## src/rtl/irr_pkg.sv

```systemverilog
package irr_pkg;
  localparam logic [7:0] OFS_SEL = 8'h00;
  localparam logic [7:0] OFS_WIN = 8'h10;
  localparam logic [7:0] OFS_EOI = 8'h40;
  localparam logic [7:0] IDX_VER = 8'h01;
  localparam int IDX_ENTRY_BASE = 16;

  localparam int B_MODE = 8;
  localparam int B_POL  = 13;
  localparam int B_TRIG = 15;
  localparam int B_MASK = 16;
  localparam int B_DEST = 16;

  typedef struct packed {
    logic        mask;
    logic        trig;   // 1 = level
    logic        pol;    // 1 = active low
    logic [2:0]  mode;
    logic [7:0]  vec;
    logic [15:0] dest;
  } entry_t;

  localparam entry_t ENTRY_RST = entry_t'{mask: 1'b1, trig: 1'b0, pol: 1'b0,
                                          mode: 3'd0, vec: 8'd0, dest: 16'd0};
endpackage

```

## src/rtl/irr_entry_table.sv

```systemverilog
module irr_entry_table
  import irr_pkg::*;
#(
  parameter int          NUM_PINS = 24,
  parameter logic [7:0]  VERSION  = 8'h21
) (
  input  logic                clk_i,
  input  logic                rst_ni,
  input  logic                wr_i,
  input  logic [7:0]          addr_i,
  input  logic [31:0]         wdata_i,
  input  logic [NUM_PINS-1:0] busy_i,
  output entry_t              entries_o [NUM_PINS],
  output logic [31:0]         rdata_o,
  output logic                eoi_o,
  output logic [7:0]          eoi_vec_o
);
  localparam logic [7:0] MAX_PIN = 8'(NUM_PINS - 1);

  logic [7:0]  sel_q;
  logic        win_wr;
  logic [31:0] win_rd;
  entry_t      ent_q [NUM_PINS];

  assign win_wr = wr_i && (addr_i == OFS_WIN);

  always_ff @(posedge clk_i or negedge rst_ni) begin
    if (!rst_ni) sel_q <= '0;
    else if (wr_i && addr_i == OFS_SEL) sel_q <= wdata_i[7:0];
  end

  always_ff @(posedge clk_i or negedge rst_ni) begin
    if (!rst_ni) begin
      for (int i = 0; i < NUM_PINS; i++) ent_q[i] <= ENTRY_RST;
    end else if (win_wr) begin
      for (int i = 0; i < NUM_PINS; i++) begin
        if (sel_q == 8'(IDX_ENTRY_BASE + 2*i)) begin
          ent_q[i].vec  <= wdata_i[7:0];
          ent_q[i].mode <= wdata_i[B_MODE+:3];
          ent_q[i].pol  <= wdata_i[B_POL];
          ent_q[i].trig <= wdata_i[B_TRIG];
          ent_q[i].mask <= wdata_i[B_MASK];
        end else if (sel_q == 8'(IDX_ENTRY_BASE + 2*i + 1)) begin
          ent_q[i].dest <= wdata_i[B_DEST+:16];
        end
      end
    end
  end

  always_comb begin
    win_rd = '0;
    if (sel_q == IDX_VER) win_rd = {8'd0, MAX_PIN, 8'd0, VERSION};
    for (int i = 0; i < NUM_PINS; i++) begin
      if (sel_q == 8'(IDX_ENTRY_BASE + 2*i))
        win_rd = {15'd0, ent_q[i].mask, ent_q[i].trig, busy_i[i], ent_q[i].pol,
                  2'b00, ent_q[i].mode, ent_q[i].vec};
      else if (sel_q == 8'(IDX_ENTRY_BASE + 2*i + 1))
        win_rd = {ent_q[i].dest, 16'd0};
    end
  end

  always_comb begin
    case (addr_i)
      OFS_SEL: rdata_o = {24'd0, sel_q};
      OFS_WIN: rdata_o = win_rd;
      default: rdata_o = '0;
    endcase
  end

  assign entries_o = ent_q;
  assign eoi_o     = wr_i && (addr_i == OFS_EOI);
  assign eoi_vec_o = wdata_i[7:0];

  AST_SEL_LOAD: assert property (@(posedge clk_i) disable iff (!rst_ni)
    (wr_i && addr_i == OFS_SEL) |=> (sel_q == $past(wdata_i[7:0])));
endmodule

```

## src/rtl/irr_pin.sv

```systemverilog
module irr_pin (
  input  logic       clk_i,
  input  logic       rst_ni,
  input  logic       irq_i,
  input  logic       pol_i,
  input  logic       trig_i,
  input  logic       mask_i,
  input  logic [7:0] vec_i,
  input  logic       eoi_i,
  input  logic [7:0] eoi_vec_i,
  input  logic       acc_i,
  output logic       req_o,
  output logic       busy_o
);
  logic raw, prev_q, rise, pend_q, busy_q, eoi_hit;

  assign raw     = irq_i ^ pol_i;
  assign rise    = raw & ~prev_q;
  assign eoi_hit = eoi_i && (eoi_vec_i == vec_i);

  always_ff @(posedge clk_i or negedge rst_ni) begin
    if (!rst_ni) begin
      prev_q <= 1'b0;
      pend_q <= 1'b0;
      busy_q <= 1'b0;
    end else begin
      prev_q <= raw;
      // masked or level: no edge storage, stale events dropped
      if (mask_i || trig_i) pend_q <= 1'b0;
      else                  pend_q <= (pend_q & ~acc_i) | rise;
      if (!trig_i)          busy_q <= 1'b0;
      else if (acc_i)       busy_q <= 1'b1;
      else if (eoi_hit)     busy_q <= 1'b0;
    end
  end

  assign req_o  = ~mask_i & (trig_i ? (raw & ~busy_q) : pend_q);
  assign busy_o = busy_q;

  AST_MASK_DROPS: assert property (@(posedge clk_i) disable iff (!rst_ni)
    mask_i |=> !pend_q);
  AST_BUSY_HOLD: assert property (@(posedge clk_i) disable iff (!rst_ni)
    (busy_q && trig_i && !eoi_hit) |=> busy_q);
  AST_BUSY_FROM_ACC: assert property (@(posedge clk_i) disable iff (!rst_ni)
    $rose(busy_q) |-> $past(acc_i));
endmodule

```

## src/rtl/irr_arb.sv

```systemverilog
module irr_arb #(
  parameter int NUM_PINS = 24,
  localparam int PIN_W = (NUM_PINS > 1) ? $clog2(NUM_PINS) : 1
) (
  input  logic                clk_i,
  input  logic                rst_ni,
  input  logic [NUM_PINS-1:0] req_i,
  input  logic [7:0]          vec_i  [NUM_PINS],
  input  logic [15:0]         dest_i [NUM_PINS],
  input  logic [2:0]          mode_i [NUM_PINS],
  input  logic                ready_i,
  output logic                valid_o,
  output logic [7:0]          vec_o,
  output logic [15:0]         dest_o,
  output logic [2:0]          mode_o,
  output logic [NUM_PINS-1:0] acc_o
);
  logic             found, valid_q;
  logic [PIN_W-1:0] pick, sel_q;
  logic [NUM_PINS-1:0] below_mask;

  always_comb begin
    found = 1'b0;
    pick  = '0;
    for (int i = 0; i < NUM_PINS; i++) begin
      if (req_i[i] && !found) begin
        found = 1'b1;
        pick  = PIN_W'(i);
      end
    end
  end

  always_ff @(posedge clk_i or negedge rst_ni) begin
    if (!rst_ni) begin
      valid_q <= 1'b0;
      sel_q   <= '0;
      vec_o   <= '0;
      dest_o  <= '0;
      mode_o  <= '0;
    end else if (!valid_q) begin
      if (found) begin
        valid_q <= 1'b1;
        sel_q   <= pick;
        vec_o   <= vec_i[pick];
        dest_o  <= dest_i[pick];
        mode_o  <= mode_i[pick];
      end
    end else if (ready_i) begin
      valid_q <= 1'b0;
    end
  end

  always_comb begin
    for (int i = 0; i < NUM_PINS; i++) begin
      acc_o[i]      = valid_q && ready_i && (sel_q == PIN_W'(i));
      below_mask[i] = (PIN_W'(i) < sel_q);
    end
  end

  assign valid_o = valid_q;

  AST_MSG_HOLD: assert property (@(posedge clk_i) disable iff (!rst_ni)
    (valid_q && !ready_i) |=> (valid_q && $stable(vec_o) && $stable(dest_o) && $stable(mode_o)));
  AST_LOWEST_FIRST: assert property (@(posedge clk_i) disable iff (!rst_ni)
    $rose(valid_q) |-> (($past(req_i) & below_mask) == '0));
  AST_ONE_ACC: assert property (@(posedge clk_i) disable iff (!rst_ni)
    $onehot0(acc_o));
endmodule

```

## src/rtl/ioirq_router.sv

```systemverilog
module ioirq_router
  import irr_pkg::*;
#(
  parameter int         NUM_PINS = 24,
  parameter logic [7:0] VERSION  = 8'h21
) (
  input  logic                clk_i,
  input  logic                rst_ni,
  input  logic                reg_wr_i,
  input  logic [7:0]          reg_addr_i,
  input  logic [31:0]         reg_wdata_i,
  output logic [31:0]         reg_rdata_o,
  input  logic [NUM_PINS-1:0] irq_i,
  output logic                msg_valid_o,
  input  logic                msg_ready_i,
  output logic [7:0]          msg_vector_o,
  output logic [15:0]         msg_dest_o,
  output logic [2:0]          msg_mode_o
);
  entry_t              entries [NUM_PINS];
  logic [NUM_PINS-1:0] busy, req, acc;
  logic                eoi;
  logic [7:0]          eoi_vec;
  logic [7:0]          vec_a  [NUM_PINS];
  logic [15:0]         dest_a [NUM_PINS];
  logic [2:0]          mode_a [NUM_PINS];

  irr_entry_table #(.NUM_PINS(NUM_PINS), .VERSION(VERSION)) i_table (
    .clk_i, .rst_ni,
    .wr_i      (reg_wr_i),
    .addr_i    (reg_addr_i),
    .wdata_i   (reg_wdata_i),
    .busy_i    (busy),
    .entries_o (entries),
    .rdata_o   (reg_rdata_o),
    .eoi_o     (eoi),
    .eoi_vec_o (eoi_vec)
  );

  for (genvar gi = 0; gi < NUM_PINS; gi++) begin : g_pin
    assign vec_a[gi]  = entries[gi].vec;
    assign dest_a[gi] = entries[gi].dest;
    assign mode_a[gi] = entries[gi].mode;
    irr_pin i_pin (
      .clk_i, .rst_ni,
      .irq_i     (irq_i[gi]),
      .pol_i     (entries[gi].pol),
      .trig_i    (entries[gi].trig),
      .mask_i    (entries[gi].mask),
      .vec_i     (entries[gi].vec),
      .eoi_i     (eoi),
      .eoi_vec_i (eoi_vec),
      .acc_i     (acc[gi]),
      .req_o     (req[gi]),
      .busy_o    (busy[gi])
    );
  end

  irr_arb #(.NUM_PINS(NUM_PINS)) i_arb (
    .clk_i, .rst_ni,
    .req_i   (req),
    .vec_i   (vec_a),
    .dest_i  (dest_a),
    .mode_i  (mode_a),
    .ready_i (msg_ready_i),
    .valid_o (msg_valid_o),
    .vec_o   (msg_vector_o),
    .dest_o  (msg_dest_o),
    .mode_o  (msg_mode_o),
    .acc_o   (acc)
  );
endmodule

```

## config.mk

```make
export PLATFORM = sky130hd
export DESIGN_NAME = ioirq_router
export DESIGN_NICKNAME = d
export VERILOG_FILES = /design/src/rtl/irr_pkg.sv /design/src/rtl/irr_entry_table.sv /design/src/rtl/irr_pin.sv /design/src/rtl/irr_arb.sv /design/src/rtl/ioirq_router.sv
export SDC_FILE = /design/constraint.sdc
export NUM_CORES = 2
export LEC_CHECK = 0
export BUFFER_PORTS_ARGS = -buffer_cell sky130_fd_sc_hd__buf_2
export CAP_MARGIN = 10
export CORE_ASPECT_RATIO = 1.25
export CORE_MARGIN = 2
export CORE_UTILIZATION = 60
export DETAILED_ROUTE_END_ITERATION = 10
export PLACE_DENSITY = 0.81
export SLEW_MARGIN = 0
export SYNTH_ARGS = -nofsm -noshare
export SYNTH_HDL_FRONTEND = slang
export SYNTH_HIERARCHICAL = 1
export SYNTH_SLANG_ARGS = --single-unit
```

## constraint.sdc

```tcl
create_clock -name clk_i -period 5.7 [get_ports clk_i]
set_input_delay 0.285 -clock clk_i [delete_from_list [all_inputs] [get_ports clk_i]]
set_output_delay 0.285 -clock clk_i [all_outputs]
set_load 0.01 [all_outputs]
```

== Word level (Yosys, flattened, before mapping) ==
Index checks and enable logic that the tools add are counted.

* Logic and storage cells: 1013
* Register bits after elaboration: 833
* Input bits: 68

* Bitwise gates (word level): 266
* Reductions and logical operators: 173
* Magnitude comparators: 1
* Multiplexer cells: 229
* Equal/unequal tests: 122

{| class="wikitable"
|+ Operators with widths
! cell !! count
|-
| 32-bit 2-to-1 mux || 48
|-
| 8-bit by 6-bit equality test with 1-bit output, second input constant || 32
|-
| 8-bit equality test || 24
|-
| 1-bit 2-to-1 mux || 148
|-
| 8-bit by 5-bit equality test with 1-bit output, second input constant || 17
|-
| 1-bit inverter || 121
|-
| 1-bit bitwise AND || 96
|-
| 16-bit binary-select mux with 5-bit select || 1
|-
| 1-bit logical AND || 75
|-
| 3-bit by 1-bit inequality test with 1-bit output, second input constant || 24
|-
| 3-bit AND reduction || 24
|-
| 32-bit one-hot mux with 2 select lines || 1
|-
| 2-bit AND reduction || 25
|-
| 8-bit binary-select mux with 5-bit select || 1
|-
| 5-bit by 4-bit equality test with 1-bit output, second input constant || 8
|-
| 5-bit equality test, second input constant || 8
|-
| 5-bit 2-to-1 mux || 8
|-
| 16-bit 2-to-1 mux || 2
|-
| 4-bit 2-to-1 mux || 8
|-
| 1-bit logical OR || 24
|-
| 1-bit OR || 24
|-
| 1-bit bitwise XOR || 24
|-
| 1-bit logical NOT || 23
|-
| 21-bit 2-to-1 mux || 1
|-
| 13 further kinds || 24
|}

== Longest topological paths before layout ==
* Depth in word-level cells: 78
* Gate-level depth with buffers: 15
* Gate-level depth less buffers: 11

== Modules after synthesis ==
Netlist, hierarchy kept.

{| class="wikitable"
|+ By module, submodules not included
! module !! seq. area each (um^2) !! instances !! cells each !! area each (um^2)
|-
| irr_entry_table || 18247.5 || 1 || 2479 || 33246.9
|-
| irr_arb || 825.8 || 1 || 1259 || 7958.9
|-
| irr_pin || 75.1 || 24 || 24 || 222.7
|}

== Worst setup path after synthesis ==
No wires, ideal clock.

* Path kind: flip-flop to flip-flop
* Start point: reg i_table.ent_q (netlist bit i_table/entries_o[597])
* End point: reg i_arb.dest_o[14]
* Arrival: 3145 ps
* Library setup time: 122 ps
* Path slack: 2433 ps
* Period minus slack after synthesis: 3267 ps
* Cell stages (with the launch flop): 15
* Path through: dfrtp_1 xor2_1 nand3b_1 a21oi_1 or4_1 clkbuf_1 nor4_4 o211ai_2 and3_1 buf_6 buf_6 mux2i_1 o21bai_1 o32ai_1 a2111oi_1

* Longest elaborated chain between the ends: 67
* Elaborated cells on any way between the ends: 88

{| class="wikitable"
|+ RTL lines
! element !! line !! text
|-
| start: declaration || irr_entry_table.sv:23 || <nowiki>entry_t ent_q [NUM_PINS];</nowiki>
|-
| 1-bit bitwise XOR * || irr_pin.sv:17 || <nowiki>assign raw = irq_i ^ pol_i;</nowiki>
|-
| via g_pin[4].i_pin.raw || irr_pin.sv:15 || <nowiki>logic raw, prev_q, rise, pend_q, busy_q, eoi_hit;</nowiki>
|-
| 1-bit bitwise AND * || irr_pin.sv:37 || <nowiki>assign req_o = ~mask_i & (trig_i ? (raw & ~busy_q) : pend_q);</nowiki>
|-
| 1-bit 2-to-1 mux * || irr_pin.sv:37 ||
|-
| 1-bit bitwise AND * || irr_pin.sv:37 ||
|-
| via req[4] || ioirq_router.sv:21 || <nowiki>logic [NUM_PINS-1:0] busy, req, acc;</nowiki>
|-
| 1-bit logical AND * || irr_arb.sv:26 || <nowiki>if (req_i[i] && !found) begin</nowiki>
|-
| 1-bit 2-to-1 mux || irr_arb.sv:26 ||
|-
| [... 52 more ...] || n/a ||
|-
| 1-bit logical AND || irr_arb.sv:26 ||
|-
| 1-bit 2-to-1 mux || irr_arb.sv:26 ||
|-
| 1-bit logical NOT || irr_arb.sv:26 ||
|-
| 1-bit logical AND || irr_arb.sv:26 ||
|-
| 5-bit 2-to-1 mux || irr_arb.sv:26 ||
|-
| 5-bit inverter with 6-bit output (implied by the code) || irr_arb.sv:45 || <nowiki>dest_o <= dest_i[pick];</nowiki>
|-
| 16-bit binary-select mux with 5-bit select || irr_arb.sv:45 ||
|-
| 16-bit 2-to-1 mux (implied by the code) (2 in a row) || irr_arb.sv:45 ||
|-
| end signal: assignment || irr_arb.sv:45 ||
|-
| end: declaration || irr_arb.sv:14 || <nowiki>output logic [15:0] dest_o,</nowiki>
|}

The timed path passes the listed nets; every way through them passes the cells marked *. The select of a mux whose other input is x is not followed.
A chain may end at the register's enable or synchronous reset.

== Final worst setup path ==
* Start point: reg i_table.sel_q[6]
* End point: out reg_rdata_o[7]

* Longest elaborated chain between the ends: 50
* Elaborated cells on any way between the ends: 97

{| class="wikitable"
|+ RTL lines
! element !! line !! text
|-
| start: declaration || irr_entry_table.sv:20 || <nowiki>logic [7:0] sel_q;</nowiki>
|-
| start signal: assignment || irr_entry_table.sv:29 || <nowiki>else if (wr_i && addr_i == OFS_SEL) sel_q <= wdata_i[7:0];</nowiki>
|-
| 8-bit by 5-bit equality test with 1-bit output || irr_entry_table.sv:57 || <nowiki>else if (sel_q == 8'(IDX_ENTRY_BASE + 2*i + 1))</nowiki>
|-
| 32-bit 2-to-1 mux || irr_entry_table.sv:57 ||
|-
| 32-bit 2-to-1 mux || irr_entry_table.sv:54 || <nowiki>if (sel_q == 8'(IDX_ENTRY_BASE + 2*i))</nowiki>
|-
| 32-bit 2-to-1 mux || irr_entry_table.sv:57 ||
|-
| 32-bit 2-to-1 mux || irr_entry_table.sv:54 ||
|-
| 32-bit 2-to-1 mux || irr_entry_table.sv:57 ||
|-
| 32-bit 2-to-1 mux || irr_entry_table.sv:54 ||
|-
| 32-bit 2-to-1 mux || irr_entry_table.sv:57 ||
|-
| [... 34 more ...] || n/a ||
|-
| 32-bit 2-to-1 mux || irr_entry_table.sv:54 ||
|-
| 32-bit 2-to-1 mux || irr_entry_table.sv:57 ||
|-
| 32-bit 2-to-1 mux || irr_entry_table.sv:54 ||
|-
| 32-bit 2-to-1 mux || irr_entry_table.sv:57 ||
|-
| 32-bit 2-to-1 mux || irr_entry_table.sv:54 ||
|-
| 32-bit 2-to-1 mux || irr_entry_table.sv:57 ||
|-
| 32-bit 2-to-1 mux * || irr_entry_table.sv:54 ||
|-
| 32-bit one-hot mux with 2 select lines * || irr_entry_table.sv:63 || <nowiki>case (addr_i)</nowiki>
|-
| end: declaration || ioirq_router.sv:12 || <nowiki>output logic [31:0] reg_rdata_o,</nowiki>
|}

Mark *: on every way between the ends. The rest lies on a longest branch, timed or not.

==> impl_metrics.toml <==
[status]
outcome = "finished with violations"
violations = "capacitance limit, slew limit"

[finish]
fill_cells = 5963
syn_to_final_growth_pct = 9.939
multi_input_area_um2 = 23900
finish.utilization_pct = 66.44
regArea_um2 = 20880
nets = 4420
stdcell_count = 5415
drive_gt1_share_pct = 29.35

[synthesis]
ys.warnings.count = 6
ys_types = 88
synth_top_family_by_area = "multiplexers"
yosys-top-cells-area = "dfrtp_1 (43%), mux2_2 (18%), a22oi_1 (5.2%)"
synth_edf_count = 0
synth_fa_ha_area_share_pct = 0
ys_seq_area_share_pct = 44.84
synthXorXnorAreaFrac_pct = 4.064
synth_compound_area_share_pct = 13.33
synthCells = 4314
synth_top_area_share_pct = 43.49
synth_mux_area_share_pct = 19.61
syn-cell-area_um2 = 46550
synth.avg_cell_area_um2 = 10.79
async_flop_share_pct = 100.0
synth_top_area_cell = "dfrtp_1"
synth_ff_type = "dfrtp_1"
synth_simple_gate_area_share_pct = 13.84
synth-seq-cells = 833

[route]
drcViolationCount = 0
vias = 40780
ant_nets = 0
firstDrtPassIters = 7
wl_um = 192500
viasPerCell = 7.531
drt_iter0_markers = 6780
wire_per_inst_um = 35.55

[global_route]
grt_max_degree = 171
grt.total_usage_pct = 47.90
antenna_found_initial = 20
gr-total-overflow = 0
grt_pass1_wl_um = 274200
first_global_vias = 40140

[clocking]
cts-buffers-inserted = 85
clk_path_buf_depth = 3
cts.sinks = 833
postCtsSetupRepairBufs = 0
clk_latency_ns = 0.72
cts_tree = "done"
root_buffer = "clkbuf_16"
path_clk_slew_ns = 0.06
htree_levels = 3

[job]
cap_violations = 2

[floorplan]
ioPinCount = 128
initial_utilization_pct = 60.44
die_h_um = 315.4
num_rows = 114
die_x_um = 253.1
die_area_um2 = 79840
coreArea_um2 = 77020

[place]
hpwlAfterDp_um = 121700
io_buffers = 122
place_inst = 5223
dp_worst_setup_slack_ns = 0.9914
gp_congestion = 1.092

[setup_path]
reg2reg_slack_ns = 0.72
cp-start-kind = "flip-flop"
max_stage_delay_ns = 1.45
path_max_fanout = 20
worstPathCellList = "nand4bb_2, nor2_2, a22oi_1, nand4_1, nor3_1, o21ai_0, buf_2"
r2r_end = "i_arb/dest_o[12]$_DFFE_PN0P_"
rr_startpoint = "i_table/entries_o[687]$_DFFE_PN0P_"
worstPathArrival_ns = 4.97
worstSetupStartpoint = "i_table/sel_q[6]$_DFFE_PN0P_"
rr_worst_depth = 12
end_kind = "output port"
worst_path_max_delay_cell = "nor2_2"
cp.required_ns = 5.41
crit_type = "flip-flop to output port"

[pwr]
ir_drop_uv = 230.3
power.leakage_nw = 23.72
power_mw = 13.44
powerDensity_nw_per_um2 = 262.7

[hold_path]
min_path_cells = 3
hp-class = "input pin to flip-flop"
min_to = "i_arb/valid_o$_DFF_PN0_"
hold_start = "msg_ready_i"

[sta]
drv_slew = 3
worst_slew_pin_slew_ns = 1.585
maxSlewHeadroom_pct = -6.470
setup_viol = 0
clock.fmax_ghz = 0.1903
setup_slack_ns = 0.4442
rsz0062_at_grt = "no"
fin_tns_setup_ns = 0
post-route-min-period_ns = 5.256
finalHoldViolCount = 0
skew_ns = 0.03842
min_period_over_period_pct = 92.21
final cells by class:
class	count	share of cell area, %
Multi-Input combinational cell	3088	46.70
Sequential cell	833	40.79
Clock buffer	128	4.826
Timing Repair Buffer	297	4.264
Tap cell	986	2.411
Clock inverter	23	0.6039
Inverter	47	0.3447
Antenna cell	13	0.06357
cell usage after synthesis (all sizes together) (27+ instances only):
library cell	n
nand2b	34
a21o	32
dfrtp	809
nand2	447
clkbuf	151
a21oi	108
o2111ai	31
mux2i	75
nor2b	30
a311oi	36
nor4	47
a211oi	92
and3	72
xor2	216
nand3	148
inv	47
nor3	115
a32oi	27
mux2	742
a31oi	40
o21ai	88
buf	196
nor2	130
nor3b	27
a22oi	321
nand4	50
power breakdown:
part	switching, mW	total [mW]	internal (mW)	leakage (nW)
Clock	2.52	5.76	3.23	1.36
Combinational	1.26	1.69	0.427	11.0
Sequential	0.0463	6.00	5.96	11.4
per-stage QoR:
step	hold WS, ns	area (µm²)
final	0.02530	51180
after global routing	0.02626	51150
after global placement	0.4156	48080
after floorplan	-0.01059	46550
after detailed placement	0.4180	48080
after CTS	0.03042	51110
layer usage:
layer  vias to the layer above  track usage, %  wire length [µm]
li1                      16030               -                 -
met3                      1435           19.35             27890
met4                        18           44.27             22670
met5                         -               0               111
met1                     19770           54.61             61890
met2                      3528           68.62             79950
how the worst max path moves through the flow:
stage	endpoint	slack [ns]	cells after the start
3_3_place_gp	i_arb/dest_o[14]$_DFFE_PN0P_	1.07	13
3_5_place_dp	i_arb/dest_o[14]$_DFFE_PN0P_	0.99	12
6_report	reg_rdata_o[7]	0.44	7
2_1_floorplan	i_arb/dest_o[14]$_DFFE_PN0P_	2.43	14
5_1_grt	reg_rdata_o[7]	0.52	7
4_1_cts	i_arb/dest_o[12]$_DFFE_PN0P_	0.94	12
critical path, delay by kind of cell, from the launching register on:
kind / cells / cell delay (ns)
compound gates: 2 / 0.76
buf+inv: 1 / 0.26
flops: 1 / 0.51
simple gates: 4 / 2.69
registers in the layout, indices dropped and copies added (netlist names):
signal              flops
i_arb/sel_q             5
g_pin.i_pin/prev_q     24
g_pin.i_pin/busy_o     24
i_arb/vec_o             8
i_arb/valid_o           1
i_arb/dest_o           16
g_pin.i_pin/pend_q     24
i_arb/mode_o            3
i_table/entries_o     720
i_table/sel_q           8
logic make-up (layout without fill, tap and decap cells):
kind of cell	after synthesis	count (layout)
AOI/OAI and AO/OA	864	864
xor gates and xnor gates	216	216
buffers and inverters	394	495
DFF	833	833
muxes	818	818
other	1	15
and+or+nand+nor	1188	1188
repair_timing:
item	in CTS	in global routing
hold buffers	25	0
gates resized for setup	0	0
setup endpoints to repair	0	0
hold endpoints to repair	120	0
layout by cell type, fill, tap and decap left out, drive strengths merged, types with 6 or more instances in the layout:
cell / n
xor2: 216
nand2b: 34
a21o: 32
a22oi: 321
dfrtp: 809
dlygate4sd3: 25
nor2: 130
and4: 8
nor3b: 27
mux2: 742
nor3: 115
nor4: 47
a211oi: 92
o2111ai: 31
nand4: 50
dfstp: 24
o21ai: 88
and2: 12
and3: 72
o221ai: 6
a21oi: 108
diode: 13
o22ai: 24
or4: 8
or2: 8
nor4b: 6
clkbuf: 129
mux2i: 75
a31oi: 40
a32oi: 27
inv: 52
o211ai: 20
clkinv: 11
nand2: 447
nor2b: 30
a311oi: 36
nand3b: 25
buf: 271
a2111oi: 12
nand3: 148
Power figures use the tool's default switching activity.
